[src/rtl/mls_pkg.sv]
package mls_pkg;

  localparam int NLANES = 4;

  typedef enum logic [1:0] {
    LM_DIN  = 2'b00,
    LM_DOUT = 2'b01,
    LM_QOUT = 2'b10,
    LM_IDLE = 2'b11
  } lane_mode_e;

  // Bit of the byte that lane `lane` carries in slot `slot` when `lanes`
  // lanes are active: slots run from the top of the byte downward.
  function automatic int lane_bit_index(input int lanes, input int slot,
                                        input int lane, input int bw);
    return bw - lanes * (slot + 1) + lane;
  endfunction

  // Number of slots needed to move one byte over `lanes` lanes.
  function automatic int slots_per_byte(input int lanes, input int bw);
    return bw / lanes;
  endfunction

endpackage

[src/rtl/mls_mode_decode.sv]
module mls_mode_decode (
  input  logic       csel_n,
  input  logic [1:0] lane_mode,
  output logic       out_en,
  output logic       quad_sel,
  output logic       in_en
);
  import mls_pkg::*;

  lane_mode_e md;
  assign md = lane_mode_e'(lane_mode);

  always_comb begin
    out_en   = 1'b0;
    quad_sel = 1'b0;
    in_en    = 1'b0;
    if (!csel_n) begin
      unique case (md)
        LM_DIN:  in_en = 1'b1;
        LM_DOUT: out_en = 1'b1;
        LM_QOUT: begin out_en = 1'b1; quad_sel = 1'b1; end
        default: ;
      endcase
    end
  end
endmodule

[src/rtl/mls_tx_serializer.sv]
module mls_tx_serializer #(
  parameter int BYTE_W = 8
) (
  input  logic                       clk,
  input  logic                       rst_n,
  input  logic                       clear,
  input  logic                       en,
  input  logic                       quad,
  input  logic [BYTE_W-1:0]          tx_data,
  input  logic                       tx_valid,
  output logic                       tx_ready,
  output logic [mls_pkg::NLANES-1:0] lane_out,
  output logic [mls_pkg::NLANES-1:0] lane_oe,
  output logic                       slot_last,
  output logic                       take
);
  import mls_pkg::*;

  localparam int DSLOTS = slots_per_byte(2, BYTE_W);
  localparam int QSLOTS = slots_per_byte(NLANES, BYTE_W);
  localparam int SW     = (DSLOTS > 1) ? $clog2(DSLOTS) : 1;
  localparam int IW     = $clog2(BYTE_W);

  logic [BYTE_W-1:0] byte_q;
  logic [SW-1:0]     slot_q;
  logic              loaded_q;

  assign slot_last = quad ? (slot_q == SW'(QSLOTS - 1))
                          : (slot_q == SW'(DSLOTS - 1));
  assign tx_ready  = en && (!loaded_q || slot_last);
  assign take      = tx_ready && tx_valid;

  always_ff @(posedge clk or negedge rst_n) begin
    if (!rst_n) begin
      byte_q   <= '0;
      slot_q   <= '0;
      loaded_q <= 1'b0;
    end else if (clear) begin
      slot_q   <= '0;
      loaded_q <= 1'b0;
    end else if (take) begin
      byte_q   <= tx_data;
      slot_q   <= '0;
      loaded_q <= 1'b1;
    end else if (en && loaded_q && !slot_last) begin
      slot_q   <= slot_q + SW'(1);
    end
  end

  for (genvar j = 0; j < NLANES; j++) begin : g_lane
    logic [IW-1:0] qsel;
    logic          qbit;
    logic          dbit;
    assign qsel = IW'(lane_bit_index(NLANES, int'(slot_q), j, BYTE_W));
    assign qbit = byte_q[qsel];
    if (j < 2) begin : g_dual
      logic [IW-1:0] dsel;
      assign dsel = IW'(lane_bit_index(2, int'(slot_q), j, BYTE_W));
      assign dbit = byte_q[dsel];
    end else begin : g_quad_only
      assign dbit = 1'b0;
    end
    assign lane_out[j] = loaded_q ? (quad ? qbit : dbit) : 1'b0;
    assign lane_oe[j]  = en && loaded_q && (quad || (j < 2));
  end
endmodule

[src/rtl/mls_rx_deserializer.sv]
module mls_rx_deserializer #(
  parameter int ADDR_W = 24,
  parameter int MODE_W = 8
) (
  input  logic              clk,
  input  logic              rst_n,
  input  logic              clear,
  input  logic              en,
  input  logic [1:0]        lane_in,
  output logic [ADDR_W-1:0] addr_out,
  output logic [MODE_W-1:0] mbits_out,
  output logic              done,
  output logic              sampling
);
  localparam int FIELD = ADDR_W + MODE_W;
  localparam int CYC   = FIELD / 2;
  localparam int CW    = $clog2(CYC);

  logic [FIELD-1:0] acc_q;
  logic [FIELD-1:0] acc_nx;
  logic [CW-1:0]    cnt_q;
  logic             finished_q;

  assign sampling = en && !finished_q;
  assign acc_nx   = {acc_q[FIELD-3:0], lane_in[1], lane_in[0]};

  always_ff @(posedge clk or negedge rst_n) begin
    if (!rst_n) begin
      acc_q      <= '0;
      cnt_q      <= '0;
      finished_q <= 1'b0;
      addr_out   <= '0;
      mbits_out  <= '0;
      done       <= 1'b0;
    end else begin
      done <= 1'b0;
      if (clear) begin
        cnt_q      <= '0;
        finished_q <= 1'b0;
      end else if (sampling) begin
        acc_q <= acc_nx;
        if (cnt_q == CW'(CYC - 1)) begin
          cnt_q                 <= '0;
          finished_q            <= 1'b1;
          {addr_out, mbits_out} <= acc_nx;
          done                  <= 1'b1;
        end else begin
          cnt_q <= cnt_q + CW'(1);
        end
      end
    end
  end
endmodule

[src/rtl/multi_lane_shifter.sv]
module multi_lane_shifter #(
  parameter int BYTE_W = 8,
  parameter int ADDR_W = 24,
  parameter int MODE_W = 8
) (
  input  logic              clk,
  input  logic              rst_n,
  input  logic              csel_n,
  input  logic [1:0]        lane_mode,
  input  logic [BYTE_W-1:0] tx_data,
  input  logic              tx_valid,
  output logic              tx_ready,
  input  logic [1:0]        lane_in,
  output logic [3:0]        lane_out,
  output logic [3:0]        lane_oe,
  output logic [ADDR_W-1:0] addr_out,
  output logic [MODE_W-1:0] mbits_out,
  output logic              addr_done
);
  logic out_en;
  logic quad_sel;
  logic in_en;
  logic ser_last;
  logic ser_take;
  logic des_sampling;

  mls_mode_decode u_dec (
    .csel_n    (csel_n),
    .lane_mode (lane_mode),
    .out_en    (out_en),
    .quad_sel  (quad_sel),
    .in_en     (in_en)
  );

  mls_tx_serializer #(.BYTE_W(BYTE_W)) u_tx (
    .clk       (clk),
    .rst_n     (rst_n),
    .clear     (csel_n),
    .en        (out_en),
    .quad      (quad_sel),
    .tx_data   (tx_data),
    .tx_valid  (tx_valid),
    .tx_ready  (tx_ready),
    .lane_out  (lane_out),
    .lane_oe   (lane_oe),
    .slot_last (ser_last),
    .take      (ser_take)
  );

  mls_rx_deserializer #(.ADDR_W(ADDR_W), .MODE_W(MODE_W)) u_rx (
    .clk       (clk),
    .rst_n     (rst_n),
    .clear     (csel_n),
    .en        (in_en),
    .lane_in   (lane_in),
    .addr_out  (addr_out),
    .mbits_out (mbits_out),
    .done      (addr_done),
    .sampling  (des_sampling)
  );
endmodule

[config.mk]
export PLATFORM = sky130hd
export DESIGN_NAME = multi_lane_shifter
export DESIGN_NICKNAME = d
export VERILOG_FILES = /design/src/rtl/mls_pkg.sv /design/src/rtl/mls_mode_decode.sv /design/src/rtl/mls_tx_serializer.sv /design/src/rtl/mls_rx_deserializer.sv /design/src/rtl/multi_lane_shifter.sv
export SDC_FILE = /design/constraint.sdc
export NUM_CORES = 1
export LEC_CHECK = 0
export ABC_AREA = 1
export BUFFER_PORTS_ARGS = -buffer_cell sky130_fd_sc_hd__buf_2
export CAP_MARGIN = 20
export CORE_ASPECT_RATIO = 0.8
export CORE_MARGIN = 10
export CORE_UTILIZATION = 46
export DETAILED_ROUTE_END_ITERATION = 7
export PLACE_DENSITY = 0.68
export SKIP_LAST_GASP = 1
export SYNTH_ARGS = -nofsm -noshare
export SYNTH_HDL_FRONTEND = slang
export SYNTH_SLANG_ARGS = --single-unit
[constraint.sdc]
create_clock -name clk -period 1.82 [get_ports clk]
set_clock_uncertainty 0.2 [all_clocks]
set_input_delay 0.182 -clock clk [delete_from_list [all_inputs] [get_ports clk]]
set_output_delay 0.182 -clock clk [all_outputs]
set_load 0.01 [all_outputs]
# ---- Word-level counts from Yosys, hierarchy flattened
# Index checks and enable logic that the tools add are counted.
dict set report op_classes {
  n_reduce_logical 20
  mux 41
  order_cmp 6
  div_mod_pow 0
  eq_ne 5
  addsub 9
  multipliers 0
  bitwise_logic 1
  shift 0
}
# operator count
set op_table {}
lappend op_table {{$mux 1} 29}
lappend op_table {{$lt 3x4->1 const B} 6}
lappend op_table {{$bmux 1 s3} 6}
lappend op_table {{$mux 4} 3}
lappend op_table {{$add 3x2->3 const B} 2}
lappend op_table {{$add 3x3->3 const B} 2}
lappend op_table {{$logic_and 1x1->1} 6}
lappend op_table {{$mux 2} 3}
lappend op_table {{$reduce_and 2->1} 3}
lappend op_table {{$reduce_bool 2->1} 3}
lappend op_table {{$sub 1x3->3 const A} 2}
lappend op_table {{$add 2x1->2 const B} 2}
lappend op_table {{$add 4x1->4 const B} 1}
lappend op_table {{$eq 2x1->1 const B} 2}
lappend op_table {{$eq 2x2->1 const B} 2}
lappend op_table {{$eq 4x4->1 const B} 1}
lappend op_table {{$logic_not 1->1} 3}
lappend op_table {{$reduce_and 3->1} 1}
lappend op_table {{$reduce_bool 3->1} 1}
lappend op_table {{$logic_not 2->1} 1}
lappend op_table {{$reduce_or 2->1} 1}
lappend op_table {{$logic_or 1x1->1} 1}
lappend op_table {{$not 1->1} 1}
dict set report word_totals {
  mem_bits_ro 0
  elab_cells 91
  ram_bits 0
  memories 0
  output_inout_bits 42
  reg_bits 79
  latch_bits 0
}

# ---- Depth between registers and ports, before layout
dict set report logic_depth {
  ltp_word 9
  depth_mapped 11
  ltp_nobuf 9
}

# ---- By module
# A second synthesis with hierarchy kept.
dict set report hier_totals {
  cells_unflattened 369
  hier_area_um2 3564.7
}
# module cells_each seq_area_each_um2 instances area_each_um2
set modules_own_cells {}
lappend modules_own_cells {mls_rx_deserializer 266 1701.6 1 2819.0}
lappend modules_own_cells {mls_tx_serializer 93 275.3 1 690.7}
lappend modules_own_cells {mls_mode_decode 10 0.0 1 55.1}

# ---- Worst setup path before layout
# No wires, ideal clock.
dict set report synth_timing {
  path_type {input port to output port}
  start {in lane_mode[0]}
  end {out tx_ready}
  slack_ns 0.155
  path_buffers 1
  arrival_time_ns 1.283
  stages 6
  path_cell_list {inv_1 ha_1 inv_1 nor2_1 buf_1 a21boi_0}
}
dict set report synth_via {
  elab_chain_len 6
  word_cells_on_any_way 10
}
# item line_no
set synth_rtl {}
lappend synth_rtl {{from (decl)} multi_lane_shifter.sv:9} ;# input logic [1:0] lane_mode,
lappend synth_rtl {{$eq 2x2->1} mls_mode_decode.sv:18} ;# unique case (md)
lappend synth_rtl {{$mux 1} mls_mode_decode.sv:18}
lappend synth_rtl {{$mux 1} mls_mode_decode.sv:17} ;# if (!csel_n) begin
lappend synth_rtl {{$mux 1} mls_tx_serializer.sv:28} ;# assign slot_last = quad ? (slot_q == SW'(QSLOTS - 1))
lappend synth_rtl {{$logic_or 1x1->1} mls_tx_serializer.sv:30} ;# assign tx_ready = en && (!loaded_q || slot_last);
lappend synth_rtl {{$logic_and 1x1->1 *} mls_tx_serializer.sv:30}
lappend synth_rtl {{to (decl)} multi_lane_shifter.sv:12} ;# output logic tx_ready,
# Every way passes the cells marked *; elsewhere a longest branch is shown, timed or not.

# ---- Worst setup path after layout
dict set report layout_timing {
  start {reg u_tx.slot_q[0]}
  end {out lane_out[1]}
}
dict set report layout_via {
  elab_chain_len 7
  word_cells_on_any_way 11
}
# item line_no
set layout_rtl {}
lappend layout_rtl {{from (decl)} mls_tx_serializer.sv:25} ;# logic [SW-1:0] slot_q;
lappend layout_rtl {{from (signal assigned)} mls_tx_serializer.sv:46} ;# slot_q <= slot_q + SW'(1);
lappend layout_rtl {{$add 2x1->2 *} mls_pkg.sv:16} ;# return bw - lanes * (slot + 1) + lane;
lappend layout_rtl {{$sub 1x3->3} mls_pkg.sv:16}
lappend layout_rtl {{$add 3x2->3} mls_pkg.sv:16}
lappend layout_rtl {{$bmux 1 s3 (on tied branches)} {mls_tx_serializer.sv:59, mls_tx_serializer.sv:55}}
lappend layout_rtl {{$mux 1 (on tied branches)} {mls_tx_serializer.sv:59, mls_tx_serializer.sv:55}}
lappend layout_rtl {{$mux 1 * (2 in series)} mls_tx_serializer.sv:63} ;# assign lane_out[j] = loaded_q ? (quad ? qbit : dbit) : 1'b0;
lappend layout_rtl {{to (decl)} multi_lane_shifter.sv:14} ;# output logic [3:0] lane_out,
# Every way passes the cells marked *; elsewhere a longest branch is shown, timed or not. The select of a mux whose other input is x is not followed.

==> implementation parameters <==
Parameter                              Value

Worst setup path
  Peak fanout along the critical path    6
  Sort of element at the end of the critical path    primary output
  Slack of the worst reg-to-reg path    0.22 ns
  Worst path arrival time    1.45 ns
  Startpoint Class    flop
  Buffers plus inverters on the worst setup path    2
  Launching instance or port of the critical path    u_tx.slot_q[0]
  Req. time, crit path    1.44 ns
  Critical R2R Capture    u_rx.addr_out[19]
  Origin of the critical flop-to-flop path    u_rx.finished_q
  Type of the setup path with the least slack    flop to primary output
  Crit path max-delay cell type    dfrtp_2
  Worst Reg-to-Reg Cells    6
  Cells along the critical path    buf_6, nand2_2, o21ai_1, nand3_1, nand2_1, nor3_2, buf_2
  Peak per-stage delay on the critical path    0.45 ns
  Capturing instance or port of the critical path    lane_out[1]
  Kind of cell adding the most delay to the critical path    flip-flops
  Stages on worst setup path    7

Placed design
  Gpl congestion    0.854
  Half-perimeter wire length after detailed placement    5130 um
  Minimum setup slack after placement    0.0882 ns
  Area after detailed placement    0.00371 sq mm
  Count of input and output buffers    57

Pwr
  Flop pwr share    52.5%
  Part of the total power dissipated in combinational logic    13.9%
  Total internal power    2940 uW
  Power density over the cells    986 mW/mm^2
  Overall power consumption    4030 uW
  Switching fraction of total power    26.9%
  NetSw    1080 uW
  Share of total power in the clock network    33.6%
  Largest voltage drop on the vdd net    0.000481 V
  Leakage power of the design    0.00215 uW

Yosys
  Sequential-to-total area share from yosys stat    59.1%
  Main synth FF type    dfrtp_1
  Number of standard cells after synthesis    364
  Asr flop ratio synth    100%
  Post-synthesis cell type count    27
  Cell type with the largest total area after synthesis    dfrtp_1
  Commonest cells in the netlist    99 x nand2_1, 79 x dfrtp_1, 45 x inv_1
  Synth top area cells    dfrtp_1 59%, nand2_1 11%, o21ai_0 5.4%
  Register bit total from synthesis    79
  Average instance area after synthesis    9.18 sq um
  Top-area cell type share of the netlist area    59.1%
  Netlist area before placement    0.00334 sq mm
  Number of enable-type register cells in the synthesized netlist    0
  Net count of the mapped netlist    383
  Yosys warnings    0
  Count leader, synth    nand2_1

CTS
  Clk Tree Root Cell    clkbuf_8
  CTS tree    built
  Cts bufs inserted    9
  H-tree levels    3
  Sink count of the clock tree    79
  Clock transition at path regs    0.08 ns
  Worst skew pair latency    0.35 ns
  Clock Tree Buf Depth    2

Global routing
  Total global routing overflow    0
  Wire length of the first global-routing pass    12700 um
  Initial antenna violation count    0
  Via count of the first global-routing pass    2576
  Maximum number of pins on one net before global-route repair    37
  Global router's overall resource usage    14.2%

STA
  Slew @ Worst Pin    0.389 ns
  Highest attainable clock frequency    546 MHz
  Fin Setup TNS    -0.0106 ns
  Final setup violation count    2
  Share of the cycle needed by the critical path after routing    101%
  RSZ-0062 raised after global routing    true
  Post-layout min period    1.83 ns
  Fin. max-slew vios    0
  Max transition margin    74.0%
  Hold slack    0.104 ns
  Min setup slack post-route    -0.0101 ns
  Endpoints failing hold    0

Status
  Violated checks    setup timing
  Status    finished, violations left

Floorplanning
  Die Span X    115 um
  Starting utilization of the core area    48.0%
  Num ports    58
  Floorplan row count    27
  Die footprint    0.0111 sq mm
  CORE AREA    0.00696 sq mm
  Chip Height    96.3 um

Cells and area
  Area growth syn-to-layout    22.1%
  Share of final-layout standard cells stronger than drive strength 1    24.8%
  Diodes inserted    0
  Nets    459
  Layout Cell Area excl Fill    0.00408 sq mm

Route
  Total Routed Length    7380 um
  Wirelength per Cell    13.9 um
  Total number of vias    2607
  Final ANT Viol Nets    0
  Average via count per standard cell    4.92
  Final routed DRC violation total    0
  Count of TritonRoute iterations in the first routing pass    5
  DR iter-0 viols    172

Hold path
  Source of the worst hold timing path    csel_n
  Worst min-delay path class    input pin to flop

Flow run
  Number of maximum-capacitance violations    0
worst min-delay path by stage:
stage / cells after the start / to
after floorplan: 0 / u_rx.acc_q[0]
after global placement: 1 / u_rx.addr_out[11]
after detailed placement: 1 / u_rx.addr_out[11]
after CTS: 4 / u_rx.acc_q[28]
after global routing: 2 / u_rx.addr_out[11]
final: 4 / u_rx.acc_q[28]
cells by family after synthesis:
family | synth area share [%]
flip-flops | 59.1
AO/OA/AOI/OAI | 12.4
adder cells (fa/ha/maj) | 1.12
buffers and inverters | 8.87
AND/OR/NAND/NOR | 18.5
routing by layer:
| metal | share of wire, % | GRT usage, % | vias to the layer above |
|---|---|---|---|
| li1 | - | - | 1298 |
| met1 | 45 | 18.2 | 1218 |
| met2 | 46 | 21.4 | 76 |
| met3 | 7.4 | 5.97 | 15 |
| met4 | 1.9 | 4.63 | 0 |
| met5 | 0 | 0 | - |
state kept, by name, summed over array words and instances (netlist names):
register and flops:
u_tx.byte_q 8, u_tx.slot_q 2, u_tx.loaded_q 1, u_rx.cnt_q 4
u_rx.mbits_out 8, u_rx.addr_out 24, u_rx.acc_q 30, u_rx.finished_q 1
u_rx.done 1
area by class of cell:
cell class | instances | area, sq um
fillers | 620 | 2880
flip-flops and latches | 79 | 1980
multi-input cells | 220 | 1090
repair buffers | 83 | 532
inverters | 47 | 176
clock buffers | 9 | 124
well taps | 87 | 109
clock inverters | 5 | 75.1
layout by cell type (no fill, tap or decap), types with 3 or more instances in the layout:
| cell type | Yosys | layout |
|---|---|---|
| a21oi_1 | 15 | 14 |
| dfrtp_1 | 79 | 78 |
| nor2_1 | 20 | 19 |
| nand2_1 | 99 | 98 |
| nand3_1 | 6 | 6 |
| o21ai_2 | 11 | 11 |
| ha_1 | 3 | 3 |
| dlygate4sd3_1 | 0 | 13 |
| o21ai_0 | 36 | 35 |
| buf_2 | 3 | 56 |
| nand4_1 | 8 | 8 |
| o21ai_1 | 10 | 11 |
| buf_4 | 3 | 12 |
| clkbuf_8 | 0 | 9 |
| inv_1 | 45 | 45 |
| clkinv_2 | 0 | 3 |
through the flow:
stage,std cells,utilization [%]
floorplan,364,-
global placement,501,53.4
detailed placement,501,53.4
CTS,530,58.5
global route,530,58.7
finish,530,58.7
repair_timing:
item / 4_1_cts / 5_1_grt
hold buffers: 13 / 0
endpoints found under the setup margin: 3 / 3
gates resized for setup: 10 / 2
endpoints found under the hold margin: 92 / 0
pin swaps: 0 / 0
setup buffers: 2 / 0
worst min-delay path, cell delays in order:
cell	delay, ns
buf_2	0.14
nor3_4	0.06
inv_2	0.12
o21ai_0	0.09
power groups by stage:
stage               logic [uW]  registers, uW  clock network (uW)
global route               655           2150                1480
floorplan                  328           2120                   0
CTS                        563           2110                1400
global placement           508           2140                   0
finish                     558           2110                1360
detailed placement         525           2140                   0
(Power assumes the default switching activity.)
